### src/rtl/sar_readout_pkg.sv
package sar_readout_pkg;
  timeunit 1ns;
  timeprecision 100ps;

  typedef enum logic [2:0] {
    ST_IDLE      = 3'd0,
    ST_CNV_HI    = 3'd1,
    ST_CONV_WAIT = 3'd2,
    ST_READ      = 3'd3,
    ST_DONE      = 3'd4,
    ST_HOLD      = 3'd5
  } seq_state_t;

  // Round a nanosecond limit up to whole clock cycles.
  function automatic int unsigned ns_to_cycles(input int unsigned ns, input int unsigned clk_ns);
    return (ns + clk_ns - 1) / clk_ns;
  endfunction

  function automatic int unsigned umax(input int unsigned a, input int unsigned b);
    return (a > b) ? a : b;
  endfunction
endpackage

### src/rtl/sar_cycle_timer.sv
// Saturating count of cycles since the last strobe rising edge.
module sar_cycle_timer #(
  parameter int unsigned W = 12
) (
  input  logic         clk,
  input  logic         rst,
  input  logic         restart,
  output logic [W-1:0] count
);
  timeunit 1ns;
  timeprecision 100ps;

  always_ff @(posedge clk) begin
    if (rst) begin
      count <= '1;                 // period treated as long expired
    end else if (restart) begin
      count <= W'(1);
    end else if (count != '1) begin
      count <= count + 1'b1;
    end
  end
endmodule

### src/rtl/sar_shift_capture.sv
// MSB-first serial-to-parallel capture.
module sar_shift_capture #(
  parameter int unsigned W = 16
) (
  input  logic         clk,
  input  logic         rst,
  input  logic         shift_en,
  input  logic         din,
  output logic [W-1:0] word
);
  timeunit 1ns;
  timeprecision 100ps;

  always_ff @(posedge clk) begin
    if (rst) begin
      word <= '0;
    end else if (shift_en) begin
      word <= {word[W-2:0], din};
    end
  end
endmodule

### src/rtl/sar_sck_engine.sv
// Serial clock generator for one readout: a lead-in low phase, then
// alternating high and low phases, ending on the last falling edge.
module sar_sck_engine #(
  parameter int unsigned DATA_W   = 16,
  parameter int unsigned LEAD_CYC = 5,
  parameter int unsigned LO_CYC   = 4,
  parameter int unsigned HI_CYC   = 3
) (
  input  logic clk,
  input  logic rst,
  input  logic run,
  output logic sck,
  output logic sample_stb,
  output logic frame_end
);
  timeunit 1ns;
  timeprecision 100ps;
  import sar_readout_pkg::*;

  localparam int unsigned PH_MAX = umax(LEAD_CYC, umax(LO_CYC, HI_CYC));
  localparam int unsigned PH_W   = $clog2(PH_MAX + 1);
  localparam int unsigned BIT_W  = $clog2(DATA_W);

  logic [PH_W-1:0]  phase;
  logic [PH_W-1:0]  phase_last;
  logic [BIT_W-1:0] bit_idx;
  logic             first_q;
  logic             tick;

  always_comb begin
    if (sck)          phase_last = PH_W'(HI_CYC - 1);
    else if (first_q) phase_last = PH_W'(LEAD_CYC - 1);
    else              phase_last = PH_W'(LO_CYC - 1);
  end

  assign tick       = run && (phase == phase_last);
  assign sample_stb = tick && !sck;
  assign frame_end  = tick && sck && (bit_idx == BIT_W'(DATA_W - 1));

  always_ff @(posedge clk) begin
    if (rst || !run) begin
      phase   <= '0;
      sck     <= 1'b0;
      bit_idx <= '0;
      first_q <= 1'b1;
    end else if (tick) begin
      phase <= '0;
      sck   <= ~sck;
      if (sck) begin
        bit_idx <= bit_idx + 1'b1;
      end else begin
        first_q <= 1'b0;
      end
    end else begin
      phase <= phase + 1'b1;
    end
  end
endmodule

### src/rtl/sar_readout_ctrl.sv
module sar_readout_ctrl
  import sar_readout_pkg::*;
#(
  parameter int unsigned CLK_PERIOD_NS = 4,
  parameter int unsigned DATA_W        = 16,
  parameter int unsigned PERIOD_W      = 12,
  parameter int unsigned T_CNVH_NS     = 10,
  parameter int unsigned T_CONV_NS     = 500,
  parameter int unsigned T_CYC_NS      = 1200,
  parameter int unsigned T_EN_NS       = 18,
  parameter int unsigned T_SCK_LO_NS   = 16,
  parameter int unsigned T_SCK_HI_NS   = 11
) (
  input  logic                clk,
  input  logic                rst,
  input  logic                enable,
  input  logic [PERIOD_W-1:0] period_cfg,
  input  logic                ser_din,
  output logic                conv_strobe,
  output logic                ser_clk,
  output logic                word_valid,
  output logic [DATA_W-1:0]   word_data
);
  timeunit 1ns;
  timeprecision 100ps;

  localparam int unsigned STROBE_CYC = umax(ns_to_cycles(T_CNVH_NS, CLK_PERIOD_NS), 1);
  localparam int unsigned CONV_CYC   = umax(ns_to_cycles(T_CONV_NS, CLK_PERIOD_NS), STROBE_CYC + 1);
  localparam int unsigned MIN_CYC    = ns_to_cycles(T_CYC_NS, CLK_PERIOD_NS);
  localparam int unsigned LO_CYC     = umax(ns_to_cycles(T_SCK_LO_NS, CLK_PERIOD_NS), 1);
  localparam int unsigned HI_CYC     = umax(ns_to_cycles(T_SCK_HI_NS, CLK_PERIOD_NS), 1);
  localparam int unsigned LEAD_CYC   = umax(ns_to_cycles(T_EN_NS, CLK_PERIOD_NS), LO_CYC);
  localparam int unsigned CNT_W      = umax($clog2(MIN_CYC + 1),
                                            umax($clog2(CONV_CYC + 1), PERIOD_W)) + 1;

  seq_state_t        state, state_next;
  logic [CNT_W-1:0]  since_edge;
  logic [CNT_W-1:0]  cfg_ext;
  logic [CNT_W-1:0]  period_eff;
  logic              strobe_next;
  logic              strobe_rise;
  logic              bit_stb;
  logic              last_fall;
  logic [DATA_W-1:0] shift_word;

  // Requested period, never below the converter's minimum spacing.
  assign cfg_ext    = CNT_W'(period_cfg);
  assign period_eff = (cfg_ext > CNT_W'(MIN_CYC)) ? cfg_ext : CNT_W'(MIN_CYC);

  always_comb begin
    state_next = state;
    unique case (state)
      ST_IDLE:      if (enable) state_next = ST_HOLD;
      ST_CNV_HI:    if (since_edge >= CNT_W'(STROBE_CYC)) state_next = ST_CONV_WAIT;
      ST_CONV_WAIT: if (since_edge >= CNT_W'(CONV_CYC)) state_next = ST_READ;
      ST_READ:      if (last_fall) state_next = ST_DONE;
      ST_DONE:      state_next = ST_HOLD;
      ST_HOLD:      if (since_edge >= period_eff) state_next = enable ? ST_CNV_HI : ST_IDLE;
      default:      state_next = ST_IDLE;
    endcase
  end

  // The strobe is high while idle and throughout the conversion.
  assign strobe_next = (state_next == ST_IDLE) || (state_next == ST_CNV_HI) ||
                       (state_next == ST_CONV_WAIT);
  assign strobe_rise = strobe_next && !conv_strobe;

  always_ff @(posedge clk) begin
    if (rst) begin
      state       <= ST_IDLE;
      conv_strobe <= 1'b1;
      word_valid  <= 1'b0;
      word_data   <= '0;
    end else begin
      state       <= state_next;
      conv_strobe <= strobe_next;
      word_valid  <= last_fall;
      if (last_fall) word_data <= shift_word;
    end
  end

  sar_cycle_timer #(.W(CNT_W)) u_timer (
    .clk     (clk),
    .rst     (rst),
    .restart (strobe_rise),
    .count   (since_edge)
  );

  sar_sck_engine #(
    .DATA_W   (DATA_W),
    .LEAD_CYC (LEAD_CYC),
    .LO_CYC   (LO_CYC),
    .HI_CYC   (HI_CYC)
  ) u_sck (
    .clk        (clk),
    .rst        (rst),
    .run        (state == ST_READ),
    .sck        (ser_clk),
    .sample_stb (bit_stb),
    .frame_end  (last_fall)
  );

  sar_shift_capture #(.W(DATA_W)) u_shift (
    .clk      (clk),
    .rst      (rst),
    .shift_en (bit_stb),
    .din      (ser_din),
    .word     (shift_word)
  );
endmodule

### config.mk
export PLATFORM = sky130hd
export DESIGN_NAME = sar_readout_ctrl
export DESIGN_NICKNAME = d
export VERILOG_FILES = /design/src/rtl/sar_readout_pkg.sv /design/src/rtl/sar_cycle_timer.sv /design/src/rtl/sar_shift_capture.sv /design/src/rtl/sar_sck_engine.sv /design/src/rtl/sar_readout_ctrl.sv
export SDC_FILE = /design/constraint.sdc
export NUM_CORES = 1
export LEC_CHECK = 0
export BUFFER_PORTS_ARGS = -buffer_cell sky130_fd_sc_hd__buf_2
export CORE_ASPECT_RATIO = 1.4
export CORE_MARGIN = 2
export CORE_UTILIZATION = 30
export CTS_CLUSTER_DIAMETER = 30
export DETAILED_ROUTE_END_ITERATION = 10
export PLACE_DENSITY_LB_ADDON = 0.08
export RECOVER_POWER = 25
export SETUP_SLACK_MARGIN = 0.15
export SLEW_MARGIN = 20
export SYNTH_ARGS = -nofsm -noshare
export SYNTH_HDL_FRONTEND = slang
export SYNTH_SLANG_ARGS = --single-unit
### constraint.sdc
create_clock -name clk -period 3 [get_ports clk]
set_clock_uncertainty 0.2 [all_clocks]
set_input_delay 0.3 -clock clk [delete_from_list [all_inputs] [get_ports clk]]
set_output_delay 0.3 -clock clk [all_outputs]
set_load 0.1 [all_outputs]
==> impl_results.md <==
- Slowest CP cell: a21oi_1
- Synthesized area: about 2800 sq um
- Dpl cells: 455
- Initial core utilization: 31.13%
- Fraction of registers with async set/reset: 0%
- Gate Count Post-Synth: ~330
- Maximum buffer depth of the clock tree: 2
- Vias in the first global route: 2255
- Area growth, synth to finish: 19.92%
- CP Max Fanout: 14
- Count leader, synth: dfxtp_1
- Antenna violations before repair: 0
- Final Max Tran Viols: 0
- Synth cell types: 50
- TritonCTS clock tree: done
- Pwr Total: 2.889 mW
- Post CTS Setup Buffer Count: 0
- Routability cong.: around 0.78
- Crit path cell chain: buf_2 > o211a_1 > o21ai_0 > nand2_1 > a21oi_1 > nor2_1 > ha_1 > nand2_1 > o21ai_0 > a31oi_1 > o21ai_1 > buf_4 > a31oi_1
- # H-tree levels: 3
- Clk_lat worst skew: roughly 0.33 ns
- Detailed Routing Iterations Pass 1: 6
- First-pass GRT wire length: roughly 11 mm
- Worst vdd ir: about 0.45 mV
- Post-synthesis sequential area ratio: a little over two fifths
- Total Routing Usage GR: between 10% and 20%
- Total CTS buffers: 9
- Post-synth top area cell: dfxtp_1
- Synth Flop Type: dfxtp_1
- Crit-path max cell delay: roughly 0.33 ns
- Top post-synthesis cells by area: dfxtp_1, ha_1, nand2_1, mux2i_1, a21oi_1
- Storage element area: 1181 sq um
- Outcome: complete, no violations
- Post-Syn Nets: roughly 360
- Final Routed Wirelength: ~6.5 mm
- Setup WS post-layout: around 0.54 ns
- Fin crit period: between 2 and 2.5 ns
- Final non-filler cell total: around 470
- Tcrit/Tclk final: between 80 and 90%
- Hold Crit Endpoint: conv_strobe$_SDFF_PP1_
- Peak Freq: 406.5 MHz
- Fillers: around 950
- Pin count of the biggest net entering global routing: 44
- Sum Neg Setup Slack: 0 ns
- Final Setup Violations: 0
- Post-synth EDFFs: 0
- WS Path Type: in -> reg
- Flops & latches, synth: between 50 and 60
- YS warnings: 0
- Leak: 1.408 nW
- Drt wl/cell: 13.70 microns
- GRT overflow: 0
- Multi-input gate area: 1548 sq um
- Die area: ~10000 sq um
- Reg-to-Reg End: u_timer.count[0]$_SDFFE_PP1N_
- Startpoint types: input port
- Worst slack at placement: approximately 0.23 ns
- Core area: roughly 9000 sq um
- R2R depth: 6
- CP arrival: 2.46 ns
- Die Ht: roughly 120 microns
- Remaining DRCs: 0
- Number of routed nets with antenna violations: 0
- CTS Sinks: between 50 and 60
- Clock transition at path regs: ~0.050 ns
- Critical Path RT: 3.00 ns
- Slew HR: between 20% and 30%
- Worst Hold Depth: 2
- I/O Buffers: 34
- Via count: 2353
- Initial DRC Count: 66
- Die Wd: roughly 86 microns
- Via-to-Cell Ratio: about 5.0
- IO Count: 35
- Least-Margin Pin Slew: about 1.2 ns
- Hold Vio Cnt, Final: 0
- Crit end category: flop
- Max Cap Viol: 0
- Hold Path Origin: rst
- Row count: ~40
- Root Buffer: clkbuf_16
- R2r setup slk: 0.80 ns
- Area share of the largest cell type after synthesis: around two fifths
- Mean area per synthesized cell: 8.697 sq um
- RR Startpoint: u_timer.count[1]$_SDFFE_PP1P_
- Hold Path Class: in -> reg
- ANT cells: 0
- RSZ-0062 raised after global routing: no
- Share of cells above drive strength 1: between 10% and 20%
- DP Wirelength: approximately 4.7 mm
- Final nets: between 300 and 400
- Pwr Density: between 800 and 900 nW/um^2
- Post-synth top cells: dfxtp_1, nand2_1, nor2_1, a21oi_1, mux2i_1
worst max path at each step:
stage	start	slack, ns	to
finish	period_cfg[0]	0.54	state[0]$_SDFF_PP0_
global route	period_cfg[0]	0.26	state[0]$_SDFF_PP0_
CTS	period_cfg[0]	0.54	state[2]$_SDFF_PP0_
detailed placement	period_cfg[0]	0.23	state[2]$_SDFF_PP0_
global placement	period_cfg[0]	0.30	state[2]$_SDFF_PP0_
floorplan	period_cfg[0]	0.45	state[0]$_SDFF_PP0_
placed cells by master (no fill, tap or decap), types with 7 or more instances in the layout:
cell type,Yosys,layout
dfxtp_1,59,59
nand2_1,50,50
nor2_1,40,40
a21oi_1,33,33
clkbuf_1,8,18
buf_2,6,18
mux2i_1,17,17
ha_1,16,16
clkbuf_16,0,9
o21ai_0,8,8
inv_1,7,7
xor2_1,7,7
a2bb2oi_1,7,7
worst max-delay path: cells and delay by family:
family,cells,cell delay [ns]
buffers and inverters,2,0.36
AND/OR/NAND/NOR,3,0.20
adder cells (fa/ha/maj),1,0.30
AO/OA/AOI/OAI,7,1.28
logic make-up (layout without fill, tap and decap cells):
| family | count (synthesis) | after routing | share of synthesized area (%) |
|---|---|---|---|
| AO/OA/AOI/OAI | 76 | 76 | 17.35 |
| multiplexers | 17 | 17 | 6.020 |
| adder cells (fa/ha/maj) | 16 | 16 | 7.083 |
| AND/OR/NAND/NOR | 123 | 123 | 20.58 |
| XOR/XNOR | 12 | 12 | 3.718 |
| flip-flops | 59 | 59 | 41.79 |
| buffers and inverters | 22 | 62 | 3.453 |
per-layer routing:
layer | wire length, microns | track usage [%] | up-vias
li1 | - | - | 1215
met1 | 2878 | 15.67 | 1080
met2 | 3161 | 22.14 | 41
met3 | 230 | 2.980 | 17
met4 | 196 | 9.524 | 0
met5 | 0 | 0 | -
per-stage QoR:
stage / hold slack, ns / cell area, sq um / util (%)
5_1_grt: 0.1388 / 3390 / 37.33
4_1_cts: 0.1136 / 3410 / 37.55
2_1_floorplan: 0.2316 / 2826 / -
3_5_place_dp: 0.2466 / 3089 / 34.02
6_report: 0.1275 / 3390 / 37.33
3_3_place_gp: 0.2441 / 3089 / 34.02
what timing repair did:
item / 4_1_cts / 5_1_grt
hold buffers: 1 / 0
gates resized for setup: 0 / 0
endpoints found under the hold margin: 1 / 0
power breakdown:
| part | internal (mW) | switching (mW) | leakage, nW |
|---|---|---|---|
| clock | 0.723 | 0.346 | 0.150 |
| combinational | 0.345 | 0.455 | 0.779 |
| sequential | 0.873 | 0.148 | 0.479 |
cell type report:
class / count / area share [%]
inverter: 7 / 0.7752
sequential: 59 / 34.85
multi-input combinational: 244 / 45.66
clock inverter: 5 / 2.289
clock buffer: 11 / 6.866
tap: 107 / 3.950
timing repair buffer: 39 / 5.611
flip-flops by register name, indices dropped and copies added (netlist names):
name,flops
u_shift.word,16
word_data,16
u_timer.count,13
u_sck.bit_idx,4
state,3
u_sck.phase,3
conv_strobe,1
u_sck.first_q,1
u_sck.sck,1
word_valid,1
No activity file was read; power rests on OpenSTA's default activity.
